### src/rtl/mpd_pkg.sv
package mpd_pkg;
  localparam int H_EXP_W  = 5;
  localparam int H_FRAC_W = 10;
  localparam int H_W      = 1 + H_EXP_W + H_FRAC_W;
  localparam int S_EXP_W  = 8;
  localparam int S_FRAC_W = 23;
  localparam int S_W      = 1 + S_EXP_W + S_FRAC_W;
  localparam int XBITS    = 3;                       // guard, round, sticky
  localparam int WORK_W   = S_FRAC_W + 1 + XBITS;    // hidden + fraction + extra
  localparam logic [S_W-1:0] CANON_QNAN = 32'h7FC0_0000;

  typedef enum logic [1:0] {ST_IDLE, ST_MUL, ST_ADD} mpd_state_e;

  // count of leading zeros in the working significand
  function automatic logic [4:0] lead_zeros(input logic [WORK_W-1:0] v);
    lead_zeros = 5'(WORK_W);
    for (int i = 0; i < WORK_W; i++)
      if (v[i]) lead_zeros = 5'(WORK_W - 1 - i);
  endfunction
endpackage

### src/rtl/mpd_half_mul.sv
module mpd_half_mul
  import mpd_pkg::*;
(
  input  logic [H_W-1:0] op_a,
  input  logic [H_W-1:0] op_b,
  output logic [S_W-1:0] prod
);
  localparam int SIG_W = H_FRAC_W + 1;
  localparam int P_W   = 2 * SIG_W;
  localparam logic [H_EXP_W-1:0] EMAX = '1;

  logic             sa, sb, sp;
  logic [H_EXP_W-1:0]  ea, eb;
  logic [H_FRAC_W-1:0] fa, fb;
  logic a_zero, b_zero, a_inf, b_inf, a_nan, b_nan;
  logic [P_W-1:0] sig_p;
  logic [7:0]     esum;

  always_comb begin
    {sa, ea, fa} = op_a;
    {sb, eb, fb} = op_b;
    sp     = sa ^ sb;
    // zero exponent field covers true zeros and flushed subnormals
    a_zero = (ea == '0);
    b_zero = (eb == '0);
    a_inf  = (ea == EMAX) && (fa == '0);
    b_inf  = (eb == EMAX) && (fb == '0);
    a_nan  = (ea == EMAX) && (fa != '0);
    b_nan  = (eb == EMAX) && (fb != '0);
    sig_p  = P_W'({1'b1, fa}) * P_W'({1'b1, fb});
    esum   = {3'b0, ea} + {3'b0, eb};

    if (a_nan || b_nan || (a_inf && b_zero) || (b_inf && a_zero))
      prod = CANON_QNAN;
    else if (a_inf || b_inf)
      prod = {sp, 8'hFF, 23'h0};
    else if (a_zero || b_zero)
      prod = {sp, 31'h0};
    else if (sig_p[P_W-1])
      prod = {sp, esum + 8'd98, sig_p[P_W-2:0], 2'b00};
    else
      prod = {sp, esum + 8'd97, sig_p[P_W-3:0], 3'b000};
  end
endmodule

### src/rtl/mpd_f32_add.sv
module mpd_f32_add
  import mpd_pkg::*;
(
  input  logic [S_W-1:0] add_x,
  input  logic [S_W-1:0] add_y,
  output logic [S_W-1:0] add_sum
);
  localparam logic [S_EXP_W-1:0] EMAX = '1;

  logic              swap;
  logic              bs, ss;
  logic [S_EXP_W-1:0]  be, se, be_eff, se_eff, diff;
  logic [S_FRAC_W-1:0] bf, sf;
  logic x_nan, y_nan, x_inf, y_inf, eff_sub;
  logic [WORK_W-1:0] bm, sm, sm_sh, sm_al, mask, norm;
  logic [4:0]        sh, lz, shl;
  logic [S_EXP_W-1:0] lim;
  logic [WORK_W:0]   raw;
  logic [9:0]        ne, fe;
  logic              rnd_up;
  logic [S_FRAC_W+1:0] rm;
  logic [S_FRAC_W:0]   fm;

  always_comb begin
    x_nan = (add_x[30:23] == EMAX) && (add_x[22:0] != '0);
    y_nan = (add_y[30:23] == EMAX) && (add_y[22:0] != '0);
    x_inf = (add_x[30:23] == EMAX) && (add_x[22:0] == '0);
    y_inf = (add_y[30:23] == EMAX) && (add_y[22:0] == '0);

    swap = add_y[30:0] > add_x[30:0];
    {bs, be, bf} = swap ? add_y : add_x;
    {ss, se, sf} = swap ? add_x : add_y;
    be_eff  = (be == '0) ? 8'd1 : be;
    se_eff  = (se == '0) ? 8'd1 : se;
    bm      = {be != '0, bf, 3'b000};
    sm      = {se != '0, sf, 3'b000};
    eff_sub = bs ^ ss;

    // align the smaller term, folding every lost bit into sticky
    diff  = be_eff - se_eff;
    sh    = (diff > 8'(WORK_W)) ? 5'(WORK_W) : diff[4:0];
    mask  = ~({WORK_W{1'b1}} << sh);
    sm_sh = sm >> sh;
    sm_al = {sm_sh[WORK_W-1:1], sm_sh[0] | (|(sm & mask))};

    raw = eff_sub ? ({1'b0, bm} - {1'b0, sm_al}) : ({1'b0, bm} + {1'b0, sm_al});

    lz  = lead_zeros(raw[WORK_W-1:0]);
    lim = be_eff - 8'd1;
    if (raw[WORK_W]) begin
      shl  = '0;
      norm = {raw[WORK_W:2], raw[1] | raw[0]};
      ne   = {2'b0, be_eff} + 10'd1;
    end else begin
      // stop at the minimum exponent so that subnormals survive
      shl  = ({3'b0, lz} < lim) ? lz : lim[4:0];
      norm = raw[WORK_W-1:0] << shl;
      ne   = {2'b0, be_eff} - {5'b0, shl};
    end

    rnd_up = norm[2] & (norm[1] | norm[0] | norm[3]);
    rm     = {1'b0, norm[WORK_W-1:3]} + {{(S_FRAC_W+1){1'b0}}, rnd_up};
    if (rm[S_FRAC_W+1]) begin
      fm = rm[S_FRAC_W+1:1];
      fe = ne + 10'd1;
    end else begin
      fm = rm[S_FRAC_W:0];
      fe = ne;
    end

    if (x_nan || y_nan || (x_inf && y_inf && (add_x[31] != add_y[31])))
      add_sum = CANON_QNAN;
    else if (x_inf)
      add_sum = add_x;
    else if (y_inf)
      add_sum = add_y;
    else if (raw == '0)
      add_sum = {eff_sub ? 1'b0 : bs, 31'h0};
    else if (fe >= 10'd255)
      add_sum = {bs, 8'hFF, 23'h0};
    else
      add_sum = {bs, fm[S_FRAC_W] ? fe[7:0] : 8'h00, fm[S_FRAC_W-1:0]};
  end
endmodule

### src/rtl/mpd_dot_accum.sv
module mpd_dot_accum
  import mpd_pkg::*;
(
  input  logic           clk,
  input  logic           rst_n,
  input  logic           acc_start,
  input  logic [S_W-1:0] acc_init,
  input  logic           in_valid,
  output logic           in_ready,
  input  logic [H_W-1:0] in_a,
  input  logic [H_W-1:0] in_b,
  input  logic           in_last,
  output logic           res_valid,
  output logic [S_W-1:0] res_sum
);
  mpd_state_e     state;
  logic [H_W-1:0] op_a_q, op_b_q;
  logic           op_last_q, prod_last_q;
  logic [S_W-1:0] prod_d, prod_q, acc_q, sum_d;

  mpd_half_mul u_mul (.op_a(op_a_q), .op_b(op_b_q), .prod(prod_d));
  mpd_f32_add  u_add (.add_x(acc_q), .add_y(prod_q), .add_sum(sum_d));

  assign in_ready = (state == ST_IDLE) && !acc_start;

  always_ff @(posedge clk) begin
    if (!rst_n) begin
      state       <= ST_IDLE;
      op_a_q      <= '0;
      op_b_q      <= '0;
      op_last_q   <= 1'b0;
      prod_q      <= '0;
      prod_last_q <= 1'b0;
      acc_q       <= '0;
      res_valid   <= 1'b0;
      res_sum     <= '0;
    end else begin
      res_valid <= 1'b0;
      unique case (state)
        ST_IDLE: begin
          if (acc_start) begin
            acc_q <= acc_init;
          end else if (in_valid) begin
            op_a_q    <= in_a;
            op_b_q    <= in_b;
            op_last_q <= in_last;
            state     <= ST_MUL;
          end
        end
        ST_MUL: begin
          prod_q      <= prod_d;
          prod_last_q <= op_last_q;
          state       <= ST_ADD;
        end
        ST_ADD: begin
          acc_q <= sum_d;
          if (prod_last_q) begin
            res_valid <= 1'b1;
            res_sum   <= sum_d;
          end
          state <= ST_IDLE;
        end
        default: state <= ST_IDLE;
      endcase
    end
  end
endmodule

### config.mk
export PLATFORM = sky130hd
export DESIGN_NAME = mpd_dot_accum
export DESIGN_NICKNAME = d
export VERILOG_FILES = /design/src/rtl/mpd_pkg.sv /design/src/rtl/mpd_half_mul.sv /design/src/rtl/mpd_f32_add.sv /design/src/rtl/mpd_dot_accum.sv
export SDC_FILE = /design/constraint.sdc
export NUM_CORES = 1
export LEC_CHECK = 0
export ABC_CLOCK_PERIOD_IN_PS = 22000
export BUFFER_PORTS_ARGS = -buffer_cell sky130_fd_sc_hd__buf_2
export CAP_MARGIN = 20
export CELL_PAD_IN_SITES_DETAIL_PLACEMENT = 2
export CELL_PAD_IN_SITES_GLOBAL_PLACEMENT = 2
export CORE_UTILIZATION = 38
export DETAILED_ROUTE_END_ITERATION = 8
export GPL_ROUTABILITY_DRIVEN = 0
export PLACE_DENSITY_LB_ADDON = 0.1
export SETUP_SLACK_MARGIN = 0.02
export SYNTH_ARGS = -nofsm -noshare
export SYNTH_HDL_FRONTEND = slang
export SYNTH_SLANG_ARGS = --single-unit
### constraint.sdc
create_clock -name clk -period 22 [get_ports clk]
set_input_delay 4.4 -clock clk [delete_from_list [all_inputs] [get_ports clk]]
set_output_delay 4.4 -clock clk [all_outputs]
set_load 0.02 [all_outputs]
After elaboration in Yosys (flattened, before gate mapping)
Index checks and enable logic that the tools add are counted.
W data, S select, Z words.
{"block": "classes", "n_addsub": 11, "mul": 1, "magnitude_cmp": 4, "eq_ne": 10, "n_shift": 3, "n_mux": 55, "bitwise_logic": 10, "reduce_logical": 44}
{"op": "$mux W32", "n": 8}
{"op": "$mux W31", "n": 4}
{"op": "$mux W5", "n": 18}
{"op": "$pmux W32 S2", "n": 1}
{"op": "$logic_not A23 Y1", "n": 2}
{"op": "$reduce_bool A23 Y1", "n": 2}
{"op": "$mux W4", "n": 8}
{"op": "$gt A31 B31 Y1", "n": 1}
{"op": "$add A27 B27 Y28", "n": 1}
{"op": "$logic_not A28 Y1", "n": 1}
{"op": "$mux W28", "n": 1}
{"op": "$sub A27 B27 Y28", "n": 1}
{"op": "$and A27 B27 Y27", "n": 1}
{"op": "$mux W27", "n": 1}
{"op": "$not A27 Y27", "n": 1}
{"op": "$reduce_or A27 Y1", "n": 1}
{"op": "$shl A27 B5 Y27", "n": 1}
{"op": "$shl A27 B5 Y27 const A", "n": 1}
{"op": "$shr A27 B5 Y27", "n": 1}
{"op": "$add A24 B1 Y25", "n": 1}
{"op": "$mux W24", "n": 1}
{"op": "$mux W8", "n": 3}
{"op": "$mul A11 B11 Y22", "n": 1}
{"op": "$logic_not A10 Y1", "n": 2}
{"op": "other kinds (35)", "n": 75}
{"block": "word_totals", "reg_bits": 133, "inputBits": 69, "wordCells": 147}

Longest topological paths before layout
{"block": "depth", "ltp_word": 57, "depth_mapped": 82, "mapped_depth_nobuf": 75}

Modules after synthesis
Synthesis repeated with hierarchy kept, for this count alone.
{"block": "hier_totals", "hier_cells": 3054, "area_unflattened_um2": 21989.8}
{"mod": "mpd_f32_add", "n_inst": 1, "cells_each": 1806, "area_each_um2": 11828.8, "seq_area_each_um2": 0.0}
{"mod": "mpd_dot_accum", "n_inst": 1, "cells_each": 614, "area_each_um2": 5180.0, "seq_area_each_um2": 2662.6}
{"mod": "mpd_half_mul", "n_inst": 1, "cells_each": 634, "area_each_um2": 4981.0, "seq_area_each_um2": 0.0}

Worst setup path before layout
OpenSTA, ideal clock, no wires.
{"block": "synth_timing", "path_kind": "register to register", "startpoint": "register acc_q[26]", "endpoint": "register acc_q[0]", "arrival_time_ps": 15237, "required_ps": 21930, "path_slack_ps": 6693, "path_stages_with_launch": 70, "path_buffers": 8, "cell_sequence": "dfxtp_1 inv_1 ha_1 nand2_1 nor3_1 a2111o_1 o21a_2 nor2_1 buf_2 buf_2 buf_1 buf_2 mux2i_1 inv_1 ha_1 a31oi_1 a31oi_1 o32ai_1 [34 not listed] a21oi_1 and2_1 a21oi_1 a2bb2oi_1 buf_2 a21oi_1 a31oi_1 mux2i_1 o21a_1 nor2_1 ha_1 nor3b_2 nand3_1 nor4_2 mux2_2 o21a_1 or4_1 a21oi_1"}
{"block": "synth_between", "elab_chain_len": 57, "word_cells_on_any_way": 80, "cone_classes": "add/sub (8); order compare (4); eq/ne (1); shift (3); mux (44); bitwise (8); reduce/logical (12)"}
{"item": "from (decl)", "line_no": "mpd_dot_accum.sv:19", "rtl": "logic [S_W-1:0] prod_d, prod_q, acc_q, sum_d;"}
{"item": "from (signal assigned)", "line_no": "mpd_dot_accum.sv:42", "rtl": "acc_q <= acc_init;"}
{"item": "from (signal assigned)", "line_no": "mpd_dot_accum.sv:56", "rtl": "acc_q <= sum_d;"}
{"item": "$gt A31 B31 Y1", "line_no": "mpd_f32_add.sv:30", "rtl": "swap = add_y[30:0] > add_x[30:0];"}
{"item": "$mux W32 (on tied branches)", "line_no": "mpd_f32_add.sv:31, mpd_f32_add.sv:32"}
{"item": "$logic_not A8 Y1 (on tied branches)", "line_no": "mpd_f32_add.sv:33, mpd_f32_add.sv:34"}
{"item": "$mux W8 (on tied branches)", "line_no": "mpd_f32_add.sv:33, mpd_f32_add.sv:34"}
{"item": "$sub A8 B8 Y8", "line_no": "mpd_f32_add.sv:40", "rtl": "diff = be_eff - se_eff;"}
{"item": "$gt A8 B5 Y1", "line_no": "mpd_f32_add.sv:41", "rtl": "sh = (diff > 8'(WORK_W)) ? 5'(WORK_W) : diff[4:0];"}
{"item": "$mux W5", "line_no": "mpd_f32_add.sv:41"}
{"item": "$shl A27 B5 Y27", "line_no": "mpd_f32_add.sv:42", "rtl": "mask = ~({WORK_W{1'b1}} << sh);"}
{"item": "[41 not listed]"}
{"item": "$mux W10", "line_no": "mpd_f32_add.sv:63", "rtl": "if (rm[S_FRAC_W+1]) begin"}
{"item": "$ge A10 B8 Y1", "line_no": "mpd_f32_add.sv:79", "rtl": "else if (fe >= 10'd255)"}
{"item": "$mux W31", "line_no": "mpd_f32_add.sv:79"}
{"item": "$mux W32", "line_no": "mpd_f32_add.sv:77", "rtl": "else if (raw == '0)"}
{"item": "$mux W32", "line_no": "mpd_f32_add.sv:75", "rtl": "else if (y_inf)"}
{"item": "$mux W32", "line_no": "mpd_f32_add.sv:73", "rtl": "else if (x_inf)"}
{"item": "$mux W32 *", "line_no": "mpd_f32_add.sv:71", "rtl": "if (x_nan || y_nan || (x_inf && y_inf && (add_x[31] != add_y[31])))"}
{"item": "$pmux W32 S2 *", "line_no": "mpd_dot_accum.sv:39", "rtl": "unique case (state)"}
Mark *: on every way between the ends. The rest lies on a longest branch, timed or not.
A chain may end at the register's enable or synchronous reset.

Worst setup path after layout
{"block": "layout_timing", "startpoint": "register acc_q[10]", "endpoint": "register res_sum[17]"}
{"block": "layout_between", "elab_chain_len": 56, "word_cells_on_any_way": 80, "cone_classes": "add/sub (8); order compare (4); shift (3); mux (43); bitwise (8); reduce/logical (14)"}
{"item": "$gt A31 B31 Y1", "line_no": "mpd_f32_add.sv:30"}
{"item": "$mux W32 (on tied branches)", "line_no": "mpd_f32_add.sv:31, mpd_f32_add.sv:32"}
{"item": "$logic_not A8 Y1 (on tied branches)", "line_no": "mpd_f32_add.sv:33, mpd_f32_add.sv:34"}
{"item": "$mux W8 (on tied branches)", "line_no": "mpd_f32_add.sv:33, mpd_f32_add.sv:34"}
{"item": "$sub A8 B8 Y8", "line_no": "mpd_f32_add.sv:40"}
{"item": "$gt A8 B5 Y1", "line_no": "mpd_f32_add.sv:41"}
{"item": "$mux W5", "line_no": "mpd_f32_add.sv:41"}
{"item": "$shl A27 B5 Y27", "line_no": "mpd_f32_add.sv:42"}
{"item": "[40 not listed]"}
{"item": "$add A24 B1 Y25", "line_no": "mpd_f32_add.sv:62", "rtl": "rm = {1'b0, norm[WORK_W-1:3]} + {{(S_FRAC_W+1){1'b0}}, rnd_up};"}
{"item": "$mux W10", "line_no": "mpd_f32_add.sv:63"}
{"item": "$ge A10 B8 Y1", "line_no": "mpd_f32_add.sv:79"}
{"item": "$mux W31", "line_no": "mpd_f32_add.sv:79"}
{"item": "$mux W32", "line_no": "mpd_f32_add.sv:77"}
{"item": "$mux W32", "line_no": "mpd_f32_add.sv:75"}
{"item": "$mux W32", "line_no": "mpd_f32_add.sv:73"}
{"item": "$mux W32 *", "line_no": "mpd_f32_add.sv:71"}
{"item": "to (signal assigned)", "line_no": "mpd_dot_accum.sv:59", "rtl": "res_sum <= sum_d;"}
{"item": "to (decl)", "line_no": "mpd_dot_accum.sv:14", "rtl": "output logic [S_W-1:0] res_sum"}
Marked as above.

==> flow_metrics.env <==
export IMPL_relSlewSlack_pct=18.2
export IMPL_avgSynthCellArea_um2=7.24
export IMPL_place_inst=3616
export IMPL_timing_rr_end="res_sum[17]$_SDFFE_PN0P_"
export IMPL_maxCapViolations=0
export IMPL_clkTransAtPathRegs_ns=0.07
export IMPL_synth_top_area_share_pct=12.4
export IMPL_r2r_start="acc_q[10]$_SDFFE_PN0P_"
export IMPL_ant_nets=0
export IMPL_pwr_share_comb_pct=80.3
export IMPL_grt_first_pass_wirelength_um=158000
export IMPL_layout_setup_ws_ns=1.22
export IMPL_rows=85
export IMPL_holdCritStartpoint="res_sum[10]$_SDFFE_PN0P_"
export IMPL_fin_crit_ns=20.78
export IMPL_port_buffers=102
export IMPL_fin_skew_ns=0.0212
export IMPL_cp_max_fo=28
export IMPL_dr_pass1_iters=5
export IMPL_status="finished clean"
export IMPL_drt_total_wl_um=104000
export IMPL_via_per_inst=6.53
export IMPL_worst_setup_path_type="reg2reg"
export IMPL_setup_tns_ns=0
export IMPL_synthTopCellsByArea="dfxtp_1 (12%), ha_1 (9.7%), fa_1 (7.9%), nand2_1 (6.2%), a21oi_1 (4.8%)"
export IMPL_grt_max_degree=99
export IMPL_async_flop_share_pct=0
export IMPL_cp_required_ns=22.38
export IMPL_ff_latch_area_mm2=0.00262
export IMPL_drive_gt1_share_pct=9.64
export IMPL_cts_root_buffer="clkbuf_16"
export IMPL_num_vias=23800
export IMPL_fin_total_pwr_mw=3.11
export IMPL_ys_seq_area_share_pct=12.4
export IMPL_min_path_cells=2
export IMPL_cts_sinks=131
export IMPL_wire_per_inst_um=28.5
export IMPL_finalHoldViolCount=0
export IMPL_ff2ff_setup_slack_ns=1.22
export IMPL_start_util_pct=38.8
export IMPL_die_height_um=237
export IMPL_slowest_stage="o211ai_1"
export IMPL_start_kind="flop"
export IMPL_hold_ws_ns=0.481
export IMPL_coreArea_mm2=0.0543
export IMPL_setup_viol=0
export IMPL_hpwl_um=81800
export IMPL_design_area_mm2=0.0228
export IMPL_ir_drop_uv=78.0
export IMPL_rsz0062_at_grt="false"
export IMPL_cts_buffers=17
export IMPL_ios=103
export IMPL_cts_tree="yes"
export IMPL_grt_util_all_layers_pct=36.1
export IMPL_worstSetupEndpointType="flop"
export IMPL_clock_latency_ns=0.45
export IMPL_yosysWarnings=0
export IMPL_fin_util_pct=42.0
export IMPL_dp_slack_ns=1.07
export IMPL_multi_input_area_mm2=0.0170
export IMPL_die_area_mm2=0.0564
export IMPL_worst_r2r_cell_count=67
export IMPL_h_tree_depth=4
export IMPL_worstMarginPinSlew_ns=1.22
export IMPL_globalRoute_totalOverflow=0
export IMPL_final_cells=3653
export IMPL_synth_main_ff_cell="dfxtp_1"
export IMPL_synth_seq_cells=131
export IMPL_pwr_share_clk_pct=10.7
export IMPL_clock_path_buffers=2
export IMPL_min_delay_path_class="reg2reg"
export IMPL_num_antenna_cells=0
export IMPL_dpl_instance_area_mm2=0.0221
export IMPL_cp_arrival_ns=21.16
export IMPL_min_to="res_sum[10]$_SDFFE_PN0P_"
export IMPL_grt_antenna_before_repair=0
export IMPL_p_per_area_mw_per_mm2=137
export IMPL_slowest_delay_ns=0.86
export IMPL_yosysUniqueCellTypes=117
export IMPL_drt_iter0_drc=1665
export IMPL_yosysMostFrequentCell="nand2_1"
export IMPL_die_x_um=237
export IMPL_p_sw_share_pct=61.7
export IMPL_seqPwrFrac_pct=9.0
export IMPL_syn_to_final_growth_pct=8.26
export IMPL_syn_num_nets=3226
export IMPL_synth_common_cells="nand2_1 (350), nor2_1 (225), inv_1 (202)"
export IMPL_syn_inst=2910
export IMPL_crit_top_cell="o21ai_0"
export IMPL_nets=3217
export IMPL_finalCritPeriodShare_pct=94.5
export IMPL_slew_violations=0
export IMPL_cts_setup_buffers=0
export IMPL_max_freq_ghz=0.0481
export IMPL_synth_edff_count=0
export IMPL_synth_top_area_cell="dfxtp_1"
export IMPL_switchingPower_mw=1.92
export IMPL_internal_power_mw=1.19
export IMPL_fillCellCount=6379
export IMPL_cellLeakagePower_nw=9.86
export IMPL_syn_area_mm2=0.0211
export IMPL_first_global_vias=25600
export IMPL_drc_errors=0
how the worst max path moves through the flow:
stage	from	endpoint	slack [ns]	depth (start not counted)
after floorplan	acc_q[26]$_SDFFE_PN0P_	acc_q[0]$_SDFFE_PN0P_	6.69	69
after global placement	acc_q[10]$_SDFFE_PN0P_	res_sum[11]$_SDFFE_PN0P_	2.20	66
after CTS	acc_q[10]$_SDFFE_PN0P_	res_sum[17]$_SDFFE_PN0P_	1.05	66
after detailed placement	acc_q[10]$_SDFFE_PN0P_	res_sum[15]$_SDFFE_PN0P_	1.07	66
final	acc_q[10]$_SDFFE_PN0P_	res_sum[17]$_SDFFE_PN0P_	1.22	67
after global routing	acc_q[30]$_SDFFE_PN0P_	acc_q[30]$_SDFFE_PN0P_	0.18	69
power groups by stage:
stage	Sequential [mW]	Clock, mW	Combinational, mW
5_1_grt	0.282	0.341	2.60
3_3_place_gp	0.284	0	2.31
3_5_place_dp	0.285	0	2.37
6_report	0.281	0.332	2.50
4_1_cts	0.280	0.334	2.40
2_1_floorplan	0.267	0	1.56
what timing repair did:
item / CTS / global route
endpoints found under the setup margin: 0 / 62
resized for setup: 0 / 3
hold buffers: 0 / 0
flip-flops by register name (all words and copies together) (netlist names):
signal	cells
acc_q	32
op_a_q	16
op_b_q	16
op_last_q	1
prod_last_q	1
prod_q	30
res_sum	32
res_valid	1
state	2
kinds of logic (layout without fill, tap and decap cells):
family | count (synthesis) | count (layout) | share of synthesized area (%)
and+or+nand+nor | 1056 | 1056 | 24.5
adders and majority gates | 250 | 250 | 17.8
buffers and inverters | 373 | 377 | 7.04
DFF | 131 | 131 | 12.4
AOI/OAI and AO/OA | 933 | 933 | 30.2
xor gates and xnor gates | 84 | 84 | 3.49
muxes | 83 | 83 | 4.57
placed cells by master (no fill, tap or decap), types with 17 or more instances in the layout:
cell / Yosys / routed
xor2_1: 21 / 21
a21boi_0: 45 / 45
ha_1: 164 / 164
o22ai_1: 38 / 38
o211ai_1: 32 / 32
o31ai_1: 30 / 30
nand4_1: 30 / 30
dfxtp_1: 131 / 131
o221ai_1: 26 / 26
nand2b_1: 29 / 29
nor4_1: 29 / 28
a21o_1: 42 / 42
and3_1: 27 / 27
a211oi_1: 36 / 36
inv_1: 202 / 202
a22o_1: 21 / 21
buf_4: 5 / 32
a21oi_1: 200 / 200
and2_1: 102 / 102
fa_1: 83 / 83
mux2i_1: 56 / 55
nand3_1: 72 / 72
clkbuf_16: 0 / 17
o21bai_1: 30 / 30
o21a_1: 19 / 19
a31oi_1: 46 / 46
or2_2: 17 / 17
nor3_1: 78 / 77
nand2_1: 350 / 349
nor2_1: 225 / 222
buf_2: 27 / 103
xnor2_1: 63 / 62
or3_1: 20 / 20
o21ai_0: 173 / 173
cell type report:
class / count / share of cell area (%)
multi-input combinational: 2406 / 74.6
sequential: 131 / 11.5
tap: 739 / 4.05
timing repair buffer: 137 / 3.55
inverter: 208 / 3.42
clock buffer: 18 / 1.88
clock inverter: 14 / 0.987
routing by layer:
metal	share of wire (%)	GRT usage [%]
met1	40	42.6
met2	49	63.8
met3	5.4	4.67
met4	5.8	18.8
met5	0	0
worst max-delay path, delay by kind of cell, from the launching register on:
kind / cells / cell delay, ns
mux: 2 / 0.83
flops: 1 / 0.44
fa+ha+maj: 6 / 1.61
buf+inv: 7 / 1.39
compound gates: 29 / 9.27
simple gates: 23 / 7.07
(Power assumes the default switching activity.)
